**config.mk**
```make
export PLATFORM = sky130hd
export DESIGN_NAME = gpio_port
export DESIGN_NICKNAME = d
export VERILOG_FILES = /design/src/rtl/gpio_port_pkg.sv /design/src/rtl/gpio_regs.sv /design/src/rtl/gpio_sync.sv /design/src/rtl/gpio_pinmux.sv /design/src/rtl/gpio_port.sv
export SDC_FILE = /design/constraint.sdc
export NUM_CORES = 1
export LEC_CHECK = 0
export ABC_AREA = 1
export BUFFER_PORTS_ARGS = -buffer_cell sky130_fd_sc_hd__buf_2
export CAP_MARGIN = 0
export CORE_MARGIN = 8
export CORE_UTILIZATION = 40
export DETAILED_ROUTE_END_ITERATION = 12
export GPL_TIMING_DRIVEN = 0
export PLACE_DENSITY_LB_ADDON = 0.15
export SLEW_MARGIN = 20
export SYNTH_ARGS = -nofsm -noshare
export SYNTH_HDL_FRONTEND = slang
export SYNTH_SLANG_ARGS = --single-unit
export TNS_END_PERCENT = 10
```
**constraint.sdc**
```tcl
create_clock -name clk -period 1.17 [get_ports clk]
set_clock_uncertainty 0.1 [all_clocks]
set_input_delay 0.117 -clock clk [delete_from_list [all_inputs] [get_ports clk]]
set_output_delay 0.117 -clock clk [all_outputs]
set_load 0.05 [all_outputs]
```
**src/rtl/gpio_port_pkg.sv**
```systemverilog
package gpio_port_pkg;

    // Which register a bus address selects
    typedef enum logic [1:0] {
        ACC_NONE = 2'd0,
        ACC_DATA = 2'd1,
        ACC_DIR  = 2'd2
    } acc_e;

endpackage

```
**src/rtl/gpio_regs.sv**
```systemverilog
module gpio_regs
    import gpio_port_pkg::*;
#(
    parameter int                WIDTH    = 8,
    parameter int                ADDR_W   = 8,
    parameter logic [ADDR_W-1:0] DATA_OFS = 8'h03,
    parameter logic [ADDR_W-1:0] DIR_OFS  = 8'h07
) (
    input  logic              clk,
    input  logic              rst_n,
    input  logic [ADDR_W-1:0] bus_addr,
    input  logic              bus_we,
    input  logic [WIDTH-1:0]  bus_wdata,
    output acc_e              acc,
    output logic [WIDTH-1:0]  latch_q,
    output logic [WIDTH-1:0]  dir_q
);

    typedef struct packed {
        logic [WIDTH-1:0] latch;
        logic [WIDTH-1:0] dir;
    } regs_t;

    regs_t r_d, r_q;
    acc_e  acc_d;

    always_comb begin
        if (bus_addr == DATA_OFS)     acc_d = ACC_DATA;
        else if (bus_addr == DIR_OFS) acc_d = ACC_DIR;
        else                          acc_d = ACC_NONE;

        r_d = r_q;
        if (bus_we) begin
            unique case (acc_d)
                ACC_DATA: r_d.latch = bus_wdata;
                ACC_DIR:  r_d.dir   = bus_wdata;
                default:  ;
            endcase
        end
    end

    always_ff @(posedge clk or negedge rst_n) begin
        if (!rst_n) r_q <= '0;
        else        r_q <= r_d;
    end

    assign acc     = acc_d;
    assign latch_q = r_q.latch;
    assign dir_q   = r_q.dir;

endmodule

```
**src/rtl/gpio_sync.sv**
```systemverilog
module gpio_sync #(
    parameter int WIDTH  = 8,
    parameter int STAGES = 2
) (
    input  logic             clk,
    input  logic             rst_n,
    input  logic [WIDTH-1:0] async_in,
    output logic [WIDTH-1:0] sync_out
);

    typedef struct packed {
        logic [STAGES-1:0][WIDTH-1:0] st;
    } sync_t;

    sync_t s_d, s_q;

    always_comb begin
        s_d.st[0] = async_in;
        for (int k = 1; k < STAGES; k++) begin
            s_d.st[k] = s_q.st[k-1];
        end
    end

    always_ff @(posedge clk or negedge rst_n) begin
        if (!rst_n) s_q <= '0;
        else        s_q <= s_d;
    end

    assign sync_out = s_q.st[STAGES-1];

endmodule

```
**src/rtl/gpio_pinmux.sv**
```systemverilog
module gpio_pinmux
    import gpio_port_pkg::*;
#(
    parameter int WIDTH      = 8,
    parameter int TCLK_A_PIN = 6,
    parameter int TCLK_B_PIN = 4
) (
    input  acc_e             acc,
    input  logic [WIDTH-1:0] latch_q,
    input  logic [WIDTH-1:0] dir_q,
    input  logic [WIDTH-1:0] pin_sync,
    input  logic             clksel_a,
    input  logic             clksel_b,
    output logic [WIDTH-1:0] pad_out,
    output logic [WIDTH-1:0] pad_oe,
    output logic [WIDTH-1:0] rdata,
    output logic             tclk_a,
    output logic             tclk_b
);

    logic [WIDTH-1:0] takeover;

    // Per-pin takeover mask: only the two timer-clock pins can be claimed
    for (genvar i = 0; i < WIDTH; i++) begin : g_take
        if (i == TCLK_A_PIN && i == TCLK_B_PIN) begin : g_both
            assign takeover[i] = clksel_a | clksel_b;
        end else if (i == TCLK_A_PIN) begin : g_a
            assign takeover[i] = clksel_a;
        end else if (i == TCLK_B_PIN) begin : g_b
            assign takeover[i] = clksel_b;
        end else begin : g_none
            assign takeover[i] = 1'b0;
        end
    end

    always_comb begin
        pad_oe  = dir_q & ~takeover;
        pad_out = latch_q;
        unique case (acc)
            ACC_DATA: rdata = (latch_q & pad_oe) | (pin_sync & ~pad_oe);
            ACC_DIR:  rdata = dir_q;
            default:  rdata = '0;
        endcase
        tclk_a = clksel_a & pin_sync[TCLK_A_PIN];
        tclk_b = clksel_b & pin_sync[TCLK_B_PIN];
    end

endmodule

```
**src/rtl/gpio_port.sv**
```systemverilog
module gpio_port
    import gpio_port_pkg::*;
#(
    parameter int                WIDTH       = 8,
    parameter int                ADDR_W      = 8,
    parameter logic [ADDR_W-1:0] DATA_OFS    = 8'h03,
    parameter logic [ADDR_W-1:0] DIR_OFS     = 8'h07,
    parameter int                TCLK_A_PIN  = 6,
    parameter int                TCLK_B_PIN  = 4,
    parameter int                SYNC_STAGES = 2
) (
    input  logic              clk,
    input  logic              rst_n,
    input  logic [ADDR_W-1:0] bus_addr,
    input  logic              bus_we,
    input  logic [WIDTH-1:0]  bus_wdata,
    output logic [WIDTH-1:0]  bus_rdata,
    input  logic [WIDTH-1:0]  pad_in,
    output logic [WIDTH-1:0]  pad_out,
    output logic [WIDTH-1:0]  pad_oe,
    input  logic              clksel_a,
    input  logic              clksel_b,
    output logic              tclk_a,
    output logic              tclk_b
);

    acc_e             acc;
    logic [WIDTH-1:0] latch_q;
    logic [WIDTH-1:0] dir_q;
    logic [WIDTH-1:0] pin_sync;

    gpio_regs #(
        .WIDTH   (WIDTH),
        .ADDR_W  (ADDR_W),
        .DATA_OFS(DATA_OFS),
        .DIR_OFS (DIR_OFS)
    ) u_regs (
        .clk      (clk),
        .rst_n    (rst_n),
        .bus_addr (bus_addr),
        .bus_we   (bus_we),
        .bus_wdata(bus_wdata),
        .acc      (acc),
        .latch_q  (latch_q),
        .dir_q    (dir_q)
    );

    gpio_sync #(
        .WIDTH (WIDTH),
        .STAGES(SYNC_STAGES)
    ) u_sync (
        .clk     (clk),
        .rst_n   (rst_n),
        .async_in(pad_in),
        .sync_out(pin_sync)
    );

    gpio_pinmux #(
        .WIDTH     (WIDTH),
        .TCLK_A_PIN(TCLK_A_PIN),
        .TCLK_B_PIN(TCLK_B_PIN)
    ) u_mux (
        .acc     (acc),
        .latch_q (latch_q),
        .dir_q   (dir_q),
        .pin_sync(pin_sync),
        .clksel_a(clksel_a),
        .clksel_b(clksel_b),
        .pad_out (pad_out),
        .pad_oe  (pad_oe),
        .rdata   (bus_rdata),
        .tclk_a  (tclk_a),
        .tclk_b  (tclk_b)
    );

endmodule

```
==> results of run 1 <==
## cells in the final DEF (no fill, tap or decap)
| master | Yosys | layout |
|---|---|---|
| nand2_1 | 62 | 49 |
| dfrtp_1 | 32 | 31 |
| buf_2 | 3 | 29 |
| buf_6 | 2 | 19 |
| nand2_2 | 4 | 17 |
| dlygate4sd3_1 | 0 | 17 |
| inv_1 | 25 | 16 |
| buf_4 | 6 | 15 |
| o21ai_2 | 8 | 13 |
| inv_2 | 2 | 10 |
| nand4_1 | 8 | 8 |
| clkbuf_8 | 0 | 5 |
| clkbuf_4 | 0 | 5 |
| nand3_1 | 5 | 4 |
| clkinv_2 | 0 | 2 |
| buf_8 | 0 | 2 |
| nor3_2 | 1 | 1 |
| nor2_8 | 1 | 1 |
| nor2_4 | 1 | 1 |
| and2_1 | 1 | 1 |
| or2_4 | 0 | 1 |
| nand3_2 | 0 | 1 |
| clkinvlp_4 | 0 | 1 |
| nand3_4 | 1 | 1 |
| clkinv_4 | 0 | 1 |
| dfrtp_2 | 0 | 1 |
## worst max-delay path by stage
stage / start / end / slack (ns) / cells past startpoint
after detailed placement: bus_addr[4] / bus_rdata[1] / -0.35 / 9
after floorplan: u_regs.latch_q[1] / bus_rdata[1] / -0.23 / 5
after global placement: bus_addr[4] / bus_rdata[1] / -0.35 / 9
after CTS: u_regs.dir_q[1] / bus_rdata[1] / -0.40 / 7
final: u_regs.dir_q[1] / bus_rdata[1] / -0.39 / 7
after global routing: u_regs.dir_q[1] / bus_rdata[1] / -0.45 / 7
## critical path: stages, from the launching register on
cell	delay [ns]
dfrtp_1	0.37
inv_2	0.04
or2_4	0.24
nand3_2	0.07
nand2_2	0.05
nand2_2	0.08
clkinvlp_4	0.08
buf_8	0.15
## power groups by stage
stage               clock network [mW]  logic [mW]  registers (mW)
global route                     0.893       0.466            1.20
floorplan                            0       0.170            1.25
detailed placement                   0       0.331            1.21
CTS                              0.851       0.414            1.19
finish                           0.820       0.427            1.19
global placement                     0       0.327            1.21
## registers in the layout (all words and copies together) (netlist names)
register,flops
u_sync.s_d,8
u_sync.sync_out,8
u_regs.dir_q,8
u_regs.latch_q,8
## layout make-up
class	instances	area share [%]
Buffer	11	3.56
Clock buffer	5	2.96
Clock inverter	3	0.808
Inverter	27	4.53
Multi-Input combinational cell	98	24.0
Sequential cell	32	34.5
Tap cell	48	2.59
Timing Repair Buffer	76	27.0
## what timing repair did
item / in CTS / in global routing
hold endpoints to repair: 52 / 0
resized for setup: 47 / 19
pin swaps: 7 / 7
hold buffers: 17 / 0
setup buffers: 4 / 2
setup endpoints to repair: 21 / 24
## cells by family (layout without fill, tap and decap cells)
kind of cell           Yosys count  after routing  share of synthesized area (%)
AOI/OAI and AO/OA               13             13                           6.41
buffers and inverters           38            122                           12.4
DFF                             32             32                           54.0
and+or+nand+nor                 85             85                           27.2
## per-layer routing
metal	vias up	share of wire, %	track usage (%)
li1	675	-	-
met1	590	42	15.3
met2	32	50	22.3
met3	5	6.4	5.94
met4	0	1.3	5.19
met5	-	0	0
## metrics by stage
stage          total power [mW]  hold slack [ns]  instance area (sq um)  instances
2_1_floorplan              1.42           -0.279                   1520        168
5_1_grt                    2.56            0.127                   2320        300
3_5_place_dp               1.54            0.114                   1850        269
6_report                   2.44            0.115                   2320        300
3_3_place_gp               1.54            0.113                   1850        269
4_1_cts                    2.46            0.111                   2260        298
==> flow_summary_export.csv, run 1 <==
group,metric,value,unit
status,run_status,"finished with violations",
status,failing_checks,"setup timing",
global_routing,grt.overflow.total,0,
sta,slew-limit-headroom,71.0,%
hold_path,min_delay_worst_endpoint,"u_regs.dir_q[2]",
detailed_routing,routed_vias_inst,4.34,
yosys,netlist_instances,168,
global_routing,global_route.usage.total,13.7,%
detailed_routing,vias,1302,
pwr,netsw,0.685,mW
sta,rsz_0062_raised_after_global_routing,"yes",
sta,fmax,0.641,GHz
layout,seq_area,802,sq um
pwr,seq_power_share,48.9,%
pwr,power.combinational.fraction,17.5,%
detailed_routing,postRouteAntennaNets,0,
sta,final_report_max_slew_violation_count,0,
layout,post_route_cells_drive_above_1_share,50.0,%
sta,final_period_minus_worst_setup_slack,1.56,ns
placement,preCtsSetupSlack,-0.353,ns
clocking,max-clock-path-buffers,2,
worst_setup_path,cp_data_arrival_time,1.34,ns
layout,filler_cell_count,310,
layout,design.final.nets,280,
floorplan,rows,22,
layout,area_delta_synth_final,56.5,%
sta,report.final.hold_viol_count,0,
pwr,vdd.ir_drop.worst,0.000955,V
pwr,leakagePower,1.25,nW
global_routing,first_global_vias,1360,
floorplan,floorplan.die_area,0.00592,sq mm
yosys,post-synth-top-area-fraction,54.0,%
yosys,yosysMostFrequentCell,"nand2_1",
hold_path,hold_path_class,"in2reg",
yosys,ys_warn_count,0,
detailed_routing,drt_pass1_iterations,4,
global_routing,initial_antenna_violation_count,0,
yosys,mappedNetlistNets,197,
sta,worst_slew_pin_tran,0.435,ns
yosys,post_synth.cell_area_avg,8.83,sq um
pwr,clockPowerShare,33.6,%
worst_setup_path,critical_path.startpoint_type,"flop",
floorplan,die_x,76.9,um
pwr,intPower,1.76,mW
yosys,yosys_register_bits,32,
layout,num_antenna_cells,0,
yosys,synth_enable_flop_cells,0,
global_routing,grt_max_degree,33,
global_routing,grt_pass1_wl,6530,um
layout,multi_input_area,558,sq um
sta,min_period_over_period,133,%
yosys,yosys-top-cells-count,"62 x nand2_1, 32 x dfrtp_1, 25 x inv_1",
yosys,synth.area.top_cells,"dfrtp_1 54%, nand2_1 16%, inv_1 6.3%",
detailed_routing,drc_errors,0,
yosys,netlist.top_cell.by_area,"dfrtp_1",
job,maxCapViolCount,0,
worst_setup_path,setup.reg_to_reg.worst_slack,0.20,ns
placement,detailed_placement_wirelength_estimate,2430,um
yosys,synth-main-ff-cell,"dfrtp_1",
floorplan,core-area,0.00361,sq mm
detailed_routing,post_drt_wl_per_cell,12.6,um
detailed_routing,drt-initial-drc-count,74,
clocking,clk_root_buf,"clkbuf_8",
worst_setup_path,criticalPathCategory,"reg2out",
yosys,syn_area,0.00148,sq mm
clocking,number_of_clock_sinks_seen_by_cts,32,
floorplan,io_pins,55,
clocking,clock_slew_at_the_register_clock_pins_of_the_worst_setup_and_hold_paths,0.07,ns
worst_setup_path,worst-r2r-cell-count,4,
yosys,synth-async-reset-ratio,100,%
placement,total_of_buffers_placed_on_input_and_output_ports,53,
layout,core_util_final,64.4,%
sta,final_setup_violation_count,16,
hold_path,hold_path.startpoint,"bus_we",
pwr,power_switching_share,28.1,%
worst_setup_path,r2r-end,"u_regs.dir_q[1]",
clocking,clock_tree_from_tritoncts,"done",
sta,tns,-2.48,ns
placement,place_congestion,0.718,
floorplan,die_y,76.9,um
worst_setup_path,critical_path_peak_fanout,2,
pwr,powerDensity,1050,mW/mm^2
floorplan,start_util,41.2,%
clocking,cts_inserted_buffers,5,
worst_setup_path,worstPathRequired,0.95,ns
worst_setup_path,critical_path.reg2reg.startpoint,"u_regs.dir_q[1]",
clocking,h_tree_depth,2,
detailed_routing,route.final.wire_length,3780,um
yosys,synth_cell_type_count,19,
clocking,clock_latency_reported_for_the_late_side_of_the_worst_skew_pair,0.28,ns
worst_setup_path,crit_path_end_kind,"output port",
sta,final.setup.worst_slack,-0.390,ns
hold_path,min_path_cells,3,
yosys,seq_area_frac_synth,54.0,%
Note: power is estimated with default switching activity, not from simulation.
==> inputs of run 2 (changes only) <==
Clock period 1.17 ns to 1.9 ns, I/O delays scaled along.
==> run 2 against run 1 <==
Against the previous run: largest power group unchanged; critical path type unchanged; register-to-register slack improved by 0.95 ns; count of clock-buffer cells in the layout rose by 1; hold slack got worse by 0.056 ns; global-route usage fell by 1.6 points; final cell count fell by 4.7%; the flow now finishes without violations; cell area fell by 14%.
==> flow_summary_export.csv, run 2 (synthesis results as in run 1) <==
group,metric,value,unit
floorplan,io_pins,55,
layout,post_route_cells_drive_above_1_share,38.2,%
sta,report.final.hold_viol_count,0,
pwr,leakagePower,1.18,nW
detailed_routing,drt_pass1_iterations,5,
global_routing,initial_antenna_violation_count,0,
detailed_routing,drc_errors,0,
global_routing,global_route.usage.total,12.0,%
floorplan,core-area,0.00361,sq mm
layout,mostFrequentLayoutCell,"nand2_1",
placement,detailed_placement_wirelength_estimate,2440,um
clocking,cts_resized,0,
sta,worst_hold_slack,0.0589,ns
detailed_routing,route.final.wire_length,3340,um
status,run_status,"complete, no violations",
sta,final_period_minus_worst_setup_slack,1.68,ns
global_routing,first_global_vias,1281,
clocking,hold_buffers,9,
global_routing,grt.overflow.total,0,
placement,total_of_buffers_placed_on_input_and_output_ports,53,
placement,preCtsSetupSlack,0.310,ns
clocking,clk_root_buf,"clkbuf_8",
pwr,powerDensity,742,mW/mm^2
global_routing,grt_util_met2,20.8,%
detailed_routing,post_drt_wl_per_cell,11.7,um
clocking,clock_tree_from_tritoncts,"done",
clocking,max-clock-path-buffers,2,
detailed_routing,drt-initial-drc-count,58,
sta,final_report_max_slew_violation_count,0,
worst_setup_path,critical_path_peak_fanout,3,
job,maxCapViolCount,0,
worst_setup_path,critical_path.startpoint_type,"flop",
detailed_routing,routed_vias_inst,4.35,
sta,worst_slew_pin_tran,0.702,ns
detailed_routing,postRouteAntennaNets,0,
detailed_routing,vias,1244,
worst_setup_path,cp_data_arrival_time,1.39,ns
floorplan,die_y,76.9,um
worst_setup_path,crit_path_end_kind,"output port",
global_routing,use_met3,6.29,%
hold_path,hold_path_class,"in2reg",
global_routing,gr-usage-met1,12.3,%
layout,design.final.nets,266,
clocking,number_of_clock_sinks_seen_by_cts,32,
floorplan,die_x,76.9,um
layout,core_util_final,55.2,%
sta,rsz_0062_raised_after_global_routing,"no",
placement,place_congestion,0.728,
sta,min_period_over_period,88.4,%
sta,fmax,0.595,GHz
worst_setup_path,criticalPathCategory,"reg2out",
global_routing,grt_max_degree,33,
sta,final.setup.worst_slack,0.220,ns
global_routing,grt_pass1_wl,5760,um
clocking,h_tree_depth,2,
clocking,clock_slew_at_the_register_clock_pins_of_the_worst_setup_and_hold_paths,0.06,ns
floorplan,rows,22,
floorplan,start_util,41.2,%
global_routing,grt_most_used_layer,"met2",
worst_setup_path,worstPathRequired,1.61,ns
clocking,postCtsSetupRepairBufs,0,
pwr,vdd.ir_drop.worst,0.000442,V
layout,num_antenna_cells,0,
sta,final_setup_violation_count,0,
pwr,power,1.48,mW
layout,mostFrequentLayoutCells,"62 x nand2_1, 56 x buf_2, 32 x dfrtp_1",
floorplan,floorplan.die_area,0.00592,sq mm
clocking,clock_latency_reported_for_the_late_side_of_the_worst_skew_pair,0.28,ns
clocking,cts_inserted_buffers,5,
sta,slew-limit-headroom,53.2,%
layout,area_delta_synth_final,34.2,%
-- run 2: area by class of cell --
cell class                 count  area [sq um]
clock inverter                 2          10.0
tap                           48          60.1
multi-input combinational     98           499
fill                         347          1610
inverter                      27           101
buffer                        11          82.6
clock buffer                   6          82.6
sequential                    32           801
timing repair buffer          62           355
-- run 2: worst max-delay path: stages, from the launching register on --
cell     delay (ns)
dfrtp_1        0.40
or2_2          0.29
nand3_1        0.08
nand2_1        0.05
nand2_1        0.07
inv_1          0.03
buf_2          0.20
-- run 2: per-layer routing --
| layer | up-vias | share of wire, % |
|---|---|---|
| met5 | - | 0 |
| met4 | 0 | 0.99 |
| met3 | 6 | 9.2 |
| met2 | 39 | 49 |
| met1 | 557 | 41 |
| li1 | 642 | - |
-- run 2: worst paths after layout --
| check | startpoint | end | slack, ns | depth (start not counted) |
|---|---|---|---|---|
| max | u_regs.latch_q[1] | bus_rdata[1] | 0.22 | 6 |
| min | bus_wdata[3] | u_regs.latch_q[3] | 0.06 | 3 |
| max reg2reg | u_regs.dir_q[2] | u_regs.dir_q[2] | 1.15 | 2 |
| min reg2reg | u_sync.s_d[11] | u_sync.sync_out[3] | 0.25 | 0 |
| max in group asynchronous | rst_n | u_sync.sync_out[2] | 0.86 | 2 |
| min in group asynchronous | rst_n | u_sync.sync_out[6] | 0.39 | 2 |
-- run 2: stage by stage --
stage,TNS [ns],instance area (sq um),std cells
after CTS,0,1990,286
after global placement,0,1810,269
after global routing,0,1990,286
after detailed placement,0,1810,269
final,0,1990,286
after floorplan,-0.279,1480,168
-- run 2: where the power goes --
| part | switching [mW] | leakage (nW) | internal, mW | total (mW) |
|---|---|---|---|---|
| registers | 0.0189 | 0.407 | 0.715 | 0.734 |
| clock network | 0.244 | 0.0510 | 0.289 | 0.532 |
| logic | 0.138 | 0.718 | 0.0735 | 0.211 |
| total | 0.400 | 1.18 | 1.08 | 1.48 |
==> inputs of run 3 (changes only) <==
Settings changed: SYNTH_HIERARCHICAL from default to 1.
==> run 3 against run 2 <==
Against the previous run: worst setup slack worse by 0.16 ns; core utilization up 1.1 points; hold slack worse by 0.0064 ns; combinational power up 9%; largest cell class unchanged; largest power group unchanged.
==> flow_summary_export.csv, run 3 <==
group,metric,value,unit
yosys,ys_warn_count,6,
floorplan,core-area,0.00394,sq mm
clocking,h_tree_depth,2,
sta,final_period_minus_worst_setup_slack,1.84,ns
floorplan,rows,23,
sta,min_period_over_period,96.8,%
pwr,power,1.44,mW
yosys,mappedNetlistNets,212,
worst_setup_path,cp_data_arrival_time,1.55,ns
detailed_routing,vias,1346,
yosys,netlist_instances,181,
clocking,clk_root_buf,"clkbuf_8",
detailed_routing,route.final.wire_length,3870,um
detailed_routing,postRouteAntennaNets,0,
detailed_routing,drc_errors,0,
layout,post_route_cells_drive_above_1_share,41.3,%
layout,mostFrequentLayoutCell,"nand2_1",
yosys,seq_area_frac_synth,49.8,%
sta,slew-limit-headroom,53.3,%
detailed_routing,dr.max_layer_used,"met4",
layout,mostFrequentLayoutCells,"57 x nand2_1, 47 x buf_2, 32 x dfrtp_1",
yosys,synth.area.top_cells,"dfrtp_1 50%, nand2_1 13%, buf_4 7.5%",
sta,final_report_max_slew_violation_count,0,
job,maxCapViolCount,0,
yosys,synth-async-reset-ratio,100,%
layout,num_antenna_cells,0,
layout,design.final.nets,285,
pwr,leakagePower,1.25,nW
detailed_routing,post_drt_wl_per_cell,12.7,um
yosys,synth_enable_flop_cells,0,
placement,place_congestion,0.733,
floorplan,start_util,40.8,%
detailed_routing,met2_length,1800,um
pwr,vdd.ir_drop.worst,0.000468,V
worst_setup_path,critical_path.startpoint_type,"input pin",
global_routing,global_route.usage.total,13.0,%
yosys,synth-main-ff-cell,"dfrtp_1",
worst_setup_path,worstPathRequired,1.61,ns
layout,area_delta_synth_final,38.1,%
yosys,yosysMostFrequentCell,"nand2_1",
floorplan,die_x,79.4,um
pwr,powerDensity,650,mW/mm^2
status,run_status,"complete, no violations",
clocking,clock_tree_from_tritoncts,"done",
clocking,clock_slew_at_the_register_clock_pins_of_the_worst_setup_and_hold_paths,0.06,ns
yosys,syn_area,0.00161,sq mm
worst_setup_path,crit_path_end_kind,"output port",
clocking,number_of_clock_sinks_seen_by_cts,32,
sta,worst_slew_pin_tran,0.700,ns
yosys,yosys-top-cells-count,"57 x nand2_1, 32 x dfrtp_1, 22 x inv_1",
sta,fmax,0.544,GHz
detailed_routing,drt-initial-drc-count,46,
sta,final_setup_violation_count,0,
global_routing,grt.overflow.total,0,
clocking,clock_latency_reported_for_the_late_side_of_the_worst_skew_pair,0.28,ns
clocking,cts_inserted_buffers,5,
yosys,netlist.top_cell.by_area,"dfrtp_1",
placement,detailed_placement_wirelength_estimate,2780,um
yosys,post-synth-top-area-fraction,49.8,%
worst_setup_path,critical_path_peak_fanout,6,
detailed_routing,drt_pass1_iterations,4,
hold_path,hold_path_class,"in2reg",
global_routing,first_global_vias,1330,
worst_setup_path,criticalPathCategory,"in2out",
sta,report.final.hold_viol_count,0,
global_routing,initial_antenna_violation_count,0,
placement,total_of_buffers_placed_on_input_and_output_ports,53,
detailed_routing,routed-wl-met3,330,um
floorplan,die_y,79.4,um
clocking,max-clock-path-buffers,2,
layout,core_util_final,56.4,%
floorplan,floorplan.die_area,0.00631,sq mm
yosys,synth_cell_type_count,20,
detailed_routing,routed_vias_inst,4.43,
floorplan,io_pins,55,
global_routing,grt_pass1_wl,6310,um
yosys,yosys_register_bits,32,
yosys,post_synth.cell_area_avg,8.89,sq um
global_routing,grt_max_degree,33,
detailed_routing,wirelength_met1,1680,um
## run 3: changes by cell type after synthesis, sizes merged
cell	delta
a21oi	+8
and2	-1
buf	+6
ha	+2
inv	-3
nand2	-3
nand3	+8
nor2	+4
o21ai	-7
or2	-1
## run 3: through the flow
step / hold slack, ns / worst slack, ns / instance area (sq um) / cells / setup TNS, ns
4_1_cts: 0.0481 / -0.0180 / 2150 / 302 / -0.0639
6_report: 0.0525 / 0.0612 / 2220 / 304 / 0
5_1_grt: 0.0531 / -0.00650 / 2220 / 304 / -0.00791
3_5_place_dp: 0.184 / -0.258 / 1940 / 284 / -1.60
3_3_place_gp: 0.184 / -0.246 / 1940 / 284 / -1.58
2_1_floorplan: -0.206 / -0.287 / 1610 / 181 / -1.25
## run 3: timing repair
| item | in CTS | in global routing |
|---|---|---|
| cloned | 0 | 0 |
| setup endpoints to repair | 8 | 8 |
| setup buffers | 2 | 2 |
| pin swaps | 1 | 2 |
| resized for setup | 9 | 12 |
| hold buffers | 9 | 0 |
| endpoints found under the hold margin | 40 | 0 |
## run 3: cell families after synthesis
family / synth area share, %
AO/OA/AOI/OAI: 4.82
adder cells (fa/ha/maj): 1.55
buffers and inverters: 14.1
flip-flops: 49.8
AND/OR/NAND/NOR: 29.8
## run 3: final timing paths
path	start	to	slack [ns]	cells after the start
worst max-delay path	bus_addr[5]	bus_rdata[5]	0.06	9
worst min-delay path	bus_wdata[0]	u_regs/latch_q[0]	0.05	3
worst max register to register	u_regs/dir_q[2]	u_regs/dir_q[2]	1.16	2
worst min register to register	u_sync/s_d[9]	u_sync/sync_out[1]	0.25	0
max in group asynchronous	rst_n	u_regs/latch_q[1]	0.85	2
min in group asynchronous	rst_n	u_regs/latch_q[6]	0.40	2
## run 3: worst max-delay path, cell delays in order
cell     delay, ns
buf_2         0.11
nor2_4        0.11
nand2_4       0.09
nor3_4        0.20
buf_4         0.14
ha_4          0.12
inv_1         0.15
a21oi_1       0.20
buf_4         0.22
## run 3: cell type report
cell class / instances / area [sq um]
Tap cell: 50 / 62.6
Timing Repair Buffer: 66 / 408
Clock inverter: 1 / 5.00
Fill cell: 375 / 1720
Buffer: 17 / 131
Sequential cell: 32 / 801
Inverter: 24 / 100
Clock buffer: 6 / 72.6
Multi-Input combinational cell: 108 / 642
## run 3: report_power, final
group	switching, mW	internal (mW)
Clock	0.233	0.248
Combinational	0.146	0.0830
Sequential	0.0182	0.715
Total	0.397	1.05
## run 3: metal layers
metal | vias up | GRT usage, %
met4 | 0 | 5.56
met2 | 40 | 19.7
met5 | - | 0
met1 | 598 | 15.8
met3 | 6 | 5.18
li1 | 702 | -
